## config.mk

```make
export PLATFORM = sky130hd
export DESIGN_NAME = dma_chan_regs
export DESIGN_NICKNAME = d
export VERILOG_FILES = /design/src/rtl/dma_chan_regs.sv
export SDC_FILE = /design/constraint.sdc
export NUM_CORES = 1
export LEC_CHECK = 0
export ABC_CLOCK_PERIOD_IN_PS = 3600
export BUFFER_PORTS_ARGS = -buffer_cell sky130_fd_sc_hd__clkbuf_2
export CORE_ASPECT_RATIO = 0.7
export CORE_MARGIN = 2
export CORE_UTILIZATION = 32
export DETAILED_ROUTE_END_ITERATION = 8
export PLACE_DENSITY_LB_ADDON = 0.1
export SYNTH_ARGS = -nofsm -noshare
export SYNTH_HDL_FRONTEND = slang
export SYNTH_SLANG_ARGS = --single-unit
```

## constraint.sdc

```tcl
create_clock -name clk -period 3.6 [get_ports clk]
set_input_delay 0.18 -clock clk [delete_from_list [all_inputs] [get_ports clk]]
set_output_delay 0.18 -clock clk [all_outputs]
set_load 0.02 [all_outputs]
```

## src/rtl/dma_chan_regs.sv

```systemverilog
module dma_chan_regs #(
  parameter int          LEN_W      = 24,
  parameter logic [31:0] RESET_CTRL = 32'hA000_0000
) (
  input  logic             clk,
  input  logic             rst_n,
  input  logic             reg_wr,
  input  logic [3:0]       reg_addr,
  input  logic [31:0]      reg_wdata,
  output logic [31:0]      reg_rdata,
  input  logic             periph_irq,
  input  logic             xfer_done,
  input  logic [LEN_W-1:0] xfer_len,
  output logic             cpu_irq,
  output logic             periph_rst,
  output logic             dir_to_mem
);
  localparam int STAT_B  = 0;
  localparam int IEN_B   = 4;
  localparam int DRAIN_B = 6;
  localparam int PRST_B  = 7;
  localparam int DIR_B   = 8;
  localparam int LOAD_B  = 26;

  logic [31:0] ctrl_q, addr_q, count_q, spare_q;
  logic        irq_prev_q, prst_q;
  logic        stat_d;

  wire [1:0] idx     = reg_addr[3:2];
  wire       wr_ctrl = reg_wr && idx == 2'd0;
  wire       wr_addr = reg_wr && idx == 2'd1;
  wire       wr_cnt  = reg_wr && idx == 2'd2;
  wire       wr_spr  = reg_wr && idx == 2'd3;
  wire       irq_up  = periph_irq && !irq_prev_q;
  wire       irq_dn  = !periph_irq && irq_prev_q;

  always_comb begin
    stat_d = ctrl_q[STAT_B];
    if (irq_dn) stat_d = 1'b0;
    if (irq_up || xfer_done) stat_d = 1'b1;
  end

  always_ff @(posedge clk) begin
    if (!rst_n) begin
      ctrl_q     <= RESET_CTRL;
      addr_q     <= '0;
      count_q    <= '0;
      spare_q    <= '0;
      irq_prev_q <= 1'b0;
      prst_q     <= 1'b0;
    end else begin
      irq_prev_q <= periph_irq;
      prst_q     <= wr_ctrl && reg_wdata[PRST_B];
      if (wr_ctrl) begin
        ctrl_q          <= reg_wdata;
        ctrl_q[DRAIN_B] <= 1'b0;
      end
      ctrl_q[STAT_B] <= stat_d;
      if (wr_addr) begin
        addr_q         <= reg_wdata;
        ctrl_q[LOAD_B] <= 1'b1;
      end else if (xfer_done) begin
        addr_q <= addr_q + 32'(xfer_len);
      end
      if (wr_cnt) count_q <= reg_wdata;
      if (wr_spr) spare_q <= reg_wdata;
    end
  end

  always_comb begin
    case (idx)
      2'd0:    reg_rdata = ctrl_q;
      2'd1:    reg_rdata = addr_q;
      2'd2:    reg_rdata = count_q;
      default: reg_rdata = spare_q;
    endcase
  end

  assign cpu_irq    = ctrl_q[STAT_B] & ctrl_q[IEN_B];
  assign periph_rst = prst_q;
  assign dir_to_mem = ctrl_q[DIR_B];
endmodule


```

### Word-level counts from Yosys, hierarchy flattened

Index checks and enable logic that the tools add are counted.

| word-level totals | value |
|---|---|
| bits in registers | 129 |
| input bits | 65 |
| output and inout bits | 35 |
| word-level logic and storage cells | 34 |

| operators by class | value |
|---|---|
| add/subtract/negate cells | 1 |
| eq/ne operators | 3 |
| mux-type cells | 7 |
| bitwise logic cells | 1 |
| reductions and logical operators | 14 |

Operators by type and width:

| cell | count |
|---|---|
| $pmux 32 s3 | 1 |
| $mux 32 | 2 |
| $add 32x24->32 | 1 |
| $mux 27 | 1 |
| $logic_and 1x1->1 | 7 |
| $reduce_bool 2->1 | 3 |
| $eq 2x2->1 const B | 2 |
| $mux 1 | 3 |
| $eq 2x1->1 const B | 1 |
| $logic_not 1->1 | 2 |
| $logic_not 2->1 | 1 |
| $and 1x1->1 | 1 |
| $logic_or 1x1->1 | 1 |

### Depth between registers and ports, before layout

Gate-level depths: netlist of run 1.

| logic depth | value |
|---|---|
| depth after elaboration | 4 |
| mapped depth | 9 |
| gate-level depth less buffers | 9 |

### Worst setup path before layout of run 1

No wires, ideal clock.

| timing path | value |
|---|---|
| kind | reg-to-reg |
| start point | register addr_q[0] |
| end point | register addr_q[16] |
| setup time | 0.103 ns |
| arrival time | 2.270 ns |
| required time | 3.497 ns |
| path slack | 1.227 ns |
| cell stages (with the launch flop) | 10 |
| buffers on the path | 0 |
| period minus slack after synthesis | 2.373 ns |
| cell sequence | dfxtp_1 -> ha_1 -> fa_1 -> a21oi_1 -> o221a_1 -> o21bai_1 -> a31o_1 -> a21oi_1 -> xor2_1 -> a2111oi_2 |

| on the way | value |
|---|---|
| word-level cells in the longest chain between the ends | 3 |

Ends and longest elaborated chain:

| what | RTL line | RTL |
|---|---|---|
| from (decl) | 25 | `logic [31:0] ctrl_q, addr_q, count_q, spare_q;` |
| from (signal assigned) | 60 | `addr_q <= reg_wdata;` |
| from (signal assigned) | 63 | `addr_q <= addr_q + 32'(xfer_len);` |
| $add 32x24->32 | 63 |  |
| $mux 32 | 62 | `end else if (xfer_done) begin` |
| $mux 32 | 59 | `if (wr_addr) begin` |

No other way between the ends. The select of a mux whose other input is x is not followed.
A chain may end at the register's enable or synchronous reset.

### Final worst setup path of run 1

Same ends and word-level chain as after synthesis.

==> impl_results.md, run 1 <==
* Outcome: finished, final reports clean
* Fin worst setup slack at 0.900 ns
* Width of the die at 181 microns
* First-pass DRT Iterations at 5
* TritonCTS Buffers at 17
* Reg clk slew, reported paths at 0.06 ns
* Post-synth top flop: dfxtp_1
* Gr ovfl total at 0
* Setup TNS at 0 ns
* Worst Hold Class: input pin to flip-flop
* Hold Slack at roughly 0.025 ns
* DRT antenna net count at 0
* Share of cells above drive strength 1 at 0.209
* Worst R2R Path Depth at 9
* WP data arrival at 3.01 ns
* H-tree levels at 4
* Synth unique cells at 67
* Seq cells post-synth at ~130
* Synthesized area at 0.00700 sq mm
* Pin count of the biggest net entering global routing at 41
* Starting DRT DRC Count at approximately 350
* CP Class: flip-flop to flip-flop
* WL/cell at 18.9 microns
* Die ar. at 0.0231 sq mm
* WL final at 22.6 mm
* Synthesis warning total at 0
* Period minus WS final at 2.70 ns
* Crit path cell chain: ha_1 -> fa_1 -> a21oi_1 -> o221a_1 -> o21bai_1 -> a31o_1 -> a21oi_1 -> xor2_1 -> a2111oi_2
* Setup Viol. Count Final at 0
* Worst-path maximum fanout at 4
* Hold Fails Final Rpt at 0
* Unrepaired setup endpoints after global routing: no
* Number of flops mapped to enable cells by yosys at 0
* Period utilisation layout at 0.750
* Cell row count at 45
* Worst Setup End Kind: flip-flop
* Non-filler instance count after layout at 1192
* Leak Pwr at between 3 and 4 nW
* RD Place Congestion at just over 0.8
* Commonest non-fill, non-tap cell in the layout: nand2_1
* Initial antenna violation count at 0
* Core Box Area at 0.0216 sq mm
* Sequential fraction of the synthesis area at 0.369
* Post-route design area at slightly above 0.008 sq mm
* Worst endpoint required time at between 3 and 4 ns
* Height of the die at ~130 microns
* Worst VDD drop at 0.000310 V
* Clk sinks at about 130
* Syn Inst Count at 829
* Clock Path Buffers at 2
* Most frequent cells in the layout: 215 x nand2_1, 138 x a21oi_1, 129 x dfxtp_1, 97 x clkbuf_2, 31 x mux4_2
* Clk_skew at 0.00828 ns
* Post-CTS sizing at 0
* P&R area growth vs syn at 17.6%
* Syn nets at between 900 and 1k
* CP startpoint kind: flip-flop
* IO Port Bufs at 97
* Fillers at 2284
* Final slew viol count at 0
* DP Area at 0.00764 sq mm
* Initial core utilization at 0.325
* Skew-Pair Late Insertion Delay at ~0.42 ns
* DRC at 0
* Ant. Diodes at 0
* Worst slew margin at 0.312
* F_max at roughly 0.37 GHz
* CTS Root Cell: clkbuf_16
* DR vias/cell at 5.18
* Max-Cap Viols at 0
* Instance count on the critical path at 9
* Slew @ Worst Pin at 1.03 ns
* Avg Cell Area, Syn at 8.45 sq um
* Vias in the first global route at 5999
* Slowest stage delay, CP at 0.43 ns
* First-pass GRT wire length at 35.7 mm
* Power per cell area at 519 mW/mm^2
* I/O pin count at 100
* Pre-CTS setup slack at about 0.92 ns
* Cells on Worst Hold Path at 3
* Fraction of registers with async set/reset at 0
* Crit path top cell by count: a21oi_1
* DR vias at 6176
* CP Buf/Inv Count at 0
* Placed Cells incl. Taps at ~1.2k
* Critical-path top delay cell: fa_1
* Post-DP HPWL at 15.4 mm
* Final-stage net count at between 900 and 1k
* CTS tree: done
* Total GRT Usage at 0.200
* Family with the most delay on the worst path: compound AO/OA/AOI/OAI gates
repair_timing:
item | in CTS | in global routing
endpoints found under the setup margin | 0 | 0
endpoints found under the hold margin | 1 | 0
hold buffers | 1 | 0
buffers inserted | 0 | 0
per-stage QoR:
stage,total power [mW],util
after floorplan,2.28,-
after global placement,2.55,0.354
after detailed placement,2.55,0.354
after CTS,4.31,0.382
after global routing,4.47,0.382
final,4.27,0.382
synth_stat cells, drive strengths merged, types with 7 or more instances:
cell type | n | area (sq um)
nor3b | 8 | 60.1
clkbuf | 49 | 244
xnor2 | 10 | 87.6
o21ai | 31 | 159
nand4 | 9 | 56.3
xor2 | 16 | 140
nor2 | 28 | 105
dfxtp | 129 | 2580
buf | 11 | 53.8
a21oi | 139 | 699
nand3 | 15 | 80.1
o211ai | 7 | 57.6
nand2 | 215 | 807
a211oi | 11 | 82.6
mux4 | 31 | 698
and3 | 7 | 43.8
mux2i | 12 | 120
ha | 24 | 300
a21o | 7 | 52.6
o22ai | 10 | 68.8
state kept, by name, indices dropped and copies added, names as in the netlist:
name,count
spare_q,32
addr_q,32
count_q,32
irq_prev_q,1
periph_rst,1
ctrl_q,31
power by group:
group	internal (mW)	switching [mW]
sequential	1.51	0.0699
clock	1.06	0.690
combinational	0.373	0.567
worst reg2reg max path, cell delays in order, from the launching register on:
cell	delay (ns)
dfxtp_1	0.34
ha_1	0.24
fa_1	0.43
a21oi_1	0.32
o221a_1	0.31
o21bai_1	0.10
a31o_1	0.24
a21oi_1	0.17
xor2_1	0.10
a2111oi_2	0.35
cell families after synthesis:
family,after synthesis,share of synthesized area
flip-flops,129,0.369
AND/OR/NAND/NOR,301,0.182
multiplexers,44,0.118
adder cells (fa/ha/maj),26,0.0472
buffers and inverters,68,0.0490
XOR/XNOR,26,0.0325
AO/OA/AOI/OAI,235,0.202
layout make-up:
type | count | area, sq um | share of cell area
Sequential cell | 129 | 2580 | 0.313
Clock inverter | 12 | 134 | 0.0163
Clock buffer | 20 | 457 | 0.0554
Inverter | 6 | 23.8 | 0.00289
Timing Repair Buffer | 111 | 606 | 0.0735
Multi-Input combinational cell | 632 | 4080 | 0.496
Tap cell | 282 | 353 | 0.0428
layer usage:
layer | global-route usage | part of all wire | vias up | wire length, microns
met5 | 0 | 0 | - | 0
met4 | 0.0479 | 0.010 | 0 | 234
met3 | 0.0349 | 0.037 | 14 | 827
met2 | 0.292 | 0.42 | 126 | 9570
met1 | 0.303 | 0.53 | 2954 | 11900
li1 | - | - | 3082 | -
path summary, 6_finish.rpt:
check,startpoint,end,slack [ns]
worst max-delay path,addr_q[0]$_SDFFE_PN0P_,addr_q[16]$_SDFFE_PN0P_,0.90
worst min-delay path,reg_wdata[0],count_q[0]$_SDFFE_PN0P_,0.02
worst max register to register,addr_q[0]$_SDFFE_PN0P_,addr_q[16]$_SDFFE_PN0P_,0.90
worst min register to register,spare_q[4]$_SDFFE_PN0P_,spare_q[4]$_SDFFE_PN0P_,0.45
Power figures use the tool's default switching activity.
==> inputs of run 2 (changes only) <==
--- a/config.mk
+++ b/config.mk
@@ -5,7 +5,7 @@
 export SDC_FILE = /design/constraint.sdc
 export NUM_CORES = 1
 export LEC_CHECK = 0
-export ABC_CLOCK_PERIOD_IN_PS = 3600
+export ABC_CLOCK_PERIOD_IN_PS = 2200
 export BUFFER_PORTS_ARGS = -buffer_cell sky130_fd_sc_hd__clkbuf_2
 export CORE_ASPECT_RATIO = 0.7
 export CORE_MARGIN = 2
==> constraint.sdc (replaced) <==
create_clock -name clk -period 2.2 [get_ports clk]
set_input_delay 0.11 -clock clk [delete_from_list [all_inputs] [get_ports clk]]
set_output_delay 0.11 -clock clk [all_outputs]
set_load 0.02 [all_outputs]
==> run 2 against run 1 <==
  * The run now ends with setup timing left
  * Worst setup slack worse by 1.0 ns
  * Clock power is 82% higher
  * Critical path depth is 1 higher
  * Die area stayed put
  * Global-route usage is 0.90 points higher
  * Hold slack better by 0.11 ns
  * Total power is 83% higher
  * Non-clock buffer count is 91 higher
  * Critical path type unchanged
  * Critical endpoint is now addr_q[26]$_SDFFE_PN0P_
  * Largest cell class unchanged
==> impl_results.md, run 2 (same netlist as run 1, synthesis figures left out) <==
* Setup Viol. Count Final at 9 (was 0)
* Post-route design area at 0.00944 sq mm (was 0.00824 sq mm)
* Slowest stage delay, CP at 0.35 ns (was 0.43 ns)
* Vias in the first global route at 6393 (was 5999)
* Worst endpoint required time at 2.51 ns (was 3.91 ns)
* Critical-path top delay cell: dfxtp_2 (was fa_1)
* Initial antenna violation count at 0 (unchanged)
* DRC at 0 (unchanged)
* Pin count of the biggest net entering global routing at 63 (was 41)
* Unrepaired setup endpoints after global routing: yes (was no)
* Die ar. at 0.0231 sq mm (unchanged)
* Initial core utilization at 0.325 (unchanged)
* Outcome: finished, violations left (was finished, final reports clean)
* Share of cells above drive strength 1 at 0.290 (was 0.209)
* CTS tree: done (unchanged)
* Hold Fails Final Rpt at 0 (unchanged)
* Worst Setup End Kind: flip-flop (unchanged)
* Max-Cap Viols at 0 (unchanged)
* First-pass GRT wire length at 37.3 mm (was 35.7 mm)
* Clk sinks at 129 (unchanged)
* Met3 WL at 937 microns (was 827 microns)
* Period minus WS final at 2.32 ns (was 2.70 ns)
* Cells on Worst Hold Path at 3 (unchanged)
* Leak Pwr at 3.69 nW (was 3.19 nW)
* Family with the most delay on the worst path: compound AO/OA/AOI/OAI gates (unchanged)
* Gr ovfl total at 0 (unchanged)
* Clock Path Buffers at 2 (unchanged)
* DR vias/cell at 5.10 (was 5.18)
* RD Place Congestion at 0.849 (was 0.807)
* Starting DRT DRC Count at 388 (was 354)
* WL final at 23.9 mm (was 22.6 mm)
* Top Layer Used: met4 (unchanged)
* CP Buf/Inv Count at 1 (was 0)
* Commonest non-fill, non-tap cell in the layout: nand2_1 (unchanged)
* Worst R2R Path Depth at 10 (was 9)
* Worst VDD drop at 0.000601 V (was 0.000310 V)
* Instance count on the critical path at 10 (was 9)
* Clk_skew at 0.0162 ns (was 0.00828 ns)
* Final Power at 7.82 mW (was 4.27 mW)
* Hold Slack at 0.133 ns (was 0.0249 ns)
* F_max at 0.431 GHz (was 0.370 GHz)
* Skew-Pair Late Insertion Delay at 0.44 ns (was 0.42 ns)
* P&R area growth vs syn at 34.8% (was 17.6%)
* Violated checks: setup timing
* Crit path cell chain: ha_4 -> fa_2 -> a21oi_4 -> o221a_1 -> buf_4 -> o21ba_4 -> o311ai_4 -> nand4_1 -> xor2_1 -> o22ai_2 (was ha_1 -> fa_1 -> a21oi_1 -> o221a_1 -> o21bai_1 -> a31o_1 -> a21oi_1 -> xor2_1 -> a2111oi_2)
* CP startpoint kind: flip-flop (unchanged)
* Ant. Diodes at 0 (unchanged)
* Height of the die at 128 microns (unchanged)
* I/O pin count at 100 (unchanged)
* Non-filler instance count after layout at 1283 (was 1192)
* CTS Root Cell: clkbuf_16 (unchanged)
* Core Util, Final at 0.438 (was 0.382)
* Placed Cells incl. Taps at 1211 (was 1159)
* DRT met1 WL at 12.5 mm (was 11.9 mm)
* H-tree levels at 4 (unchanged)
* Post-DP HPWL at 16.2 mm (was 15.4 mm)
* Setup TNS at -0.565 ns (was 0 ns)
* Width of the die at 181 microns (unchanged)
* IO Port Bufs at 97 (unchanged)
* Final-stage net count at 1078 (was 987)
* DP Area at 0.00806 sq mm (was 0.00764 sq mm)
* DRT antenna net count at 0 (unchanged)
* WL met2 at 10.2 mm (was 9.57 mm)
* CP Class: flip-flop to flip-flop (unchanged)
* Core Box Area at 0.0216 sq mm (unchanged)
* Worst Hold Class: input pin to flip-flop (unchanged)
* Largest registers: addr_q (32), count_q (32), spare_q (32) (unchanged)
* Worst-path maximum fanout at 4 (unchanged)
* Total GRT Usage at 0.209 (was 0.200)
* Fin worst setup slack at -0.118 ns (was 0.900 ns)
* DR vias at 6545 (was 6176)
* Most frequent cells in the layout: 215 x nand2_1, 131 x a21oi_1, 125 x dfxtp_1, 97 x clkbuf_2, 67 x buf_4 (was 215 x nand2_1, 138 x a21oi_1, 129 x dfxtp_1, 97 x clkbuf_2, 31 x mux4_2)
* First-pass DRT Iterations at 5 (unchanged)
* WL/cell at 18.6 microns (was 18.9 microns)
* Slew @ Worst Pin at 0.884 ns (was 1.03 ns)
* Cell row count at 45 (unchanged)
* Reg clk slew, reported paths at 0.07 ns (was 0.06 ns)
* Final slew viol count at 0 (unchanged)
* Pre-CTS setup slack at -0.193 ns (was 0.918 ns)
* Worst slew margin at 0.411 (was 0.312)
* WP data arrival at 2.62 ns (was 3.01 ns)
* TritonCTS Buffers at 17 (unchanged)
* Period utilisation layout at 1.05 (was 0.750)
* Power per cell area at 828 mW/mm^2 (was 519 mW/mm^2)
==> run 2: cell count changes in the layout (fill, tap and decap cells not counted), moves of 4 or more <==
cell           before  now
ha_1               24   10
dfxtp_1           129  125
a21oi_1           138  131
buf_4              12   67
ha_4                0   13
a21oi_2             1    6
dlygate4sd3_1       1   33
==> run 2: path summary, 6_finish.rpt <==
check	start	end	slack, ns
min	rst_n	ctrl_q[31]$_SDFFE_PN1P_	0.13
max reg2reg	addr_q[0]$_SDFFE_PN0P_	addr_q[26]$_SDFFE_PN0P_	-0.12
min reg2reg	spare_q[19]$_SDFFE_PN0P_	spare_q[19]$_SDFFE_PN0P_	0.45
max	addr_q[0]$_SDFFE_PN0P_	addr_q[26]$_SDFFE_PN0P_	-0.12
==> run 2: repair_timing <==
item / CTS / global route
endpoints found under the hold margin: 103 / 0
buffers inserted: 3 / 5
gates resized for setup: 17 / 38
hold buffers: 33 / 0
pin swaps: 24 / 40
endpoints found under the setup margin: 20 / 22
gates cloned: 0 / 0
==> run 2: final cells by class <==
type / instances / area (sq um)
repair buffers: 202 / 1390
well taps: 282 / 353
fillers: 2135 / 12100
multi-input cells: 632 / 4430
flip-flops and latches: 129 / 2590
clock buffers: 19 / 443
clock inverters: 13 / 209
inverters: 6 / 23.8
==> run 2: routing by layer <==
metal  vias up  track usage
met2       136        0.313
met3        18       0.0338
met5         -            0
met1      3140        0.311
li1       3251            -
met4         0       0.0550
==> run 2: worst reg2reg max path: stages, from the launching register on <==
cell	delay, ns
dfxtp_2	0.35
ha_4	0.13
fa_2	0.22
a21oi_4	0.06
o221a_1	0.27
buf_4	0.14
o21ba_4	0.23
o311ai_4	0.34
nand4_1	0.16
xor2_1	0.20
o22ai_2	0.07
==> run 2: where the power goes <==
part	switching, mW	internal, mW
registers	0.119	2.48
clock network	1.14	2.04
logic	1.08	0.956
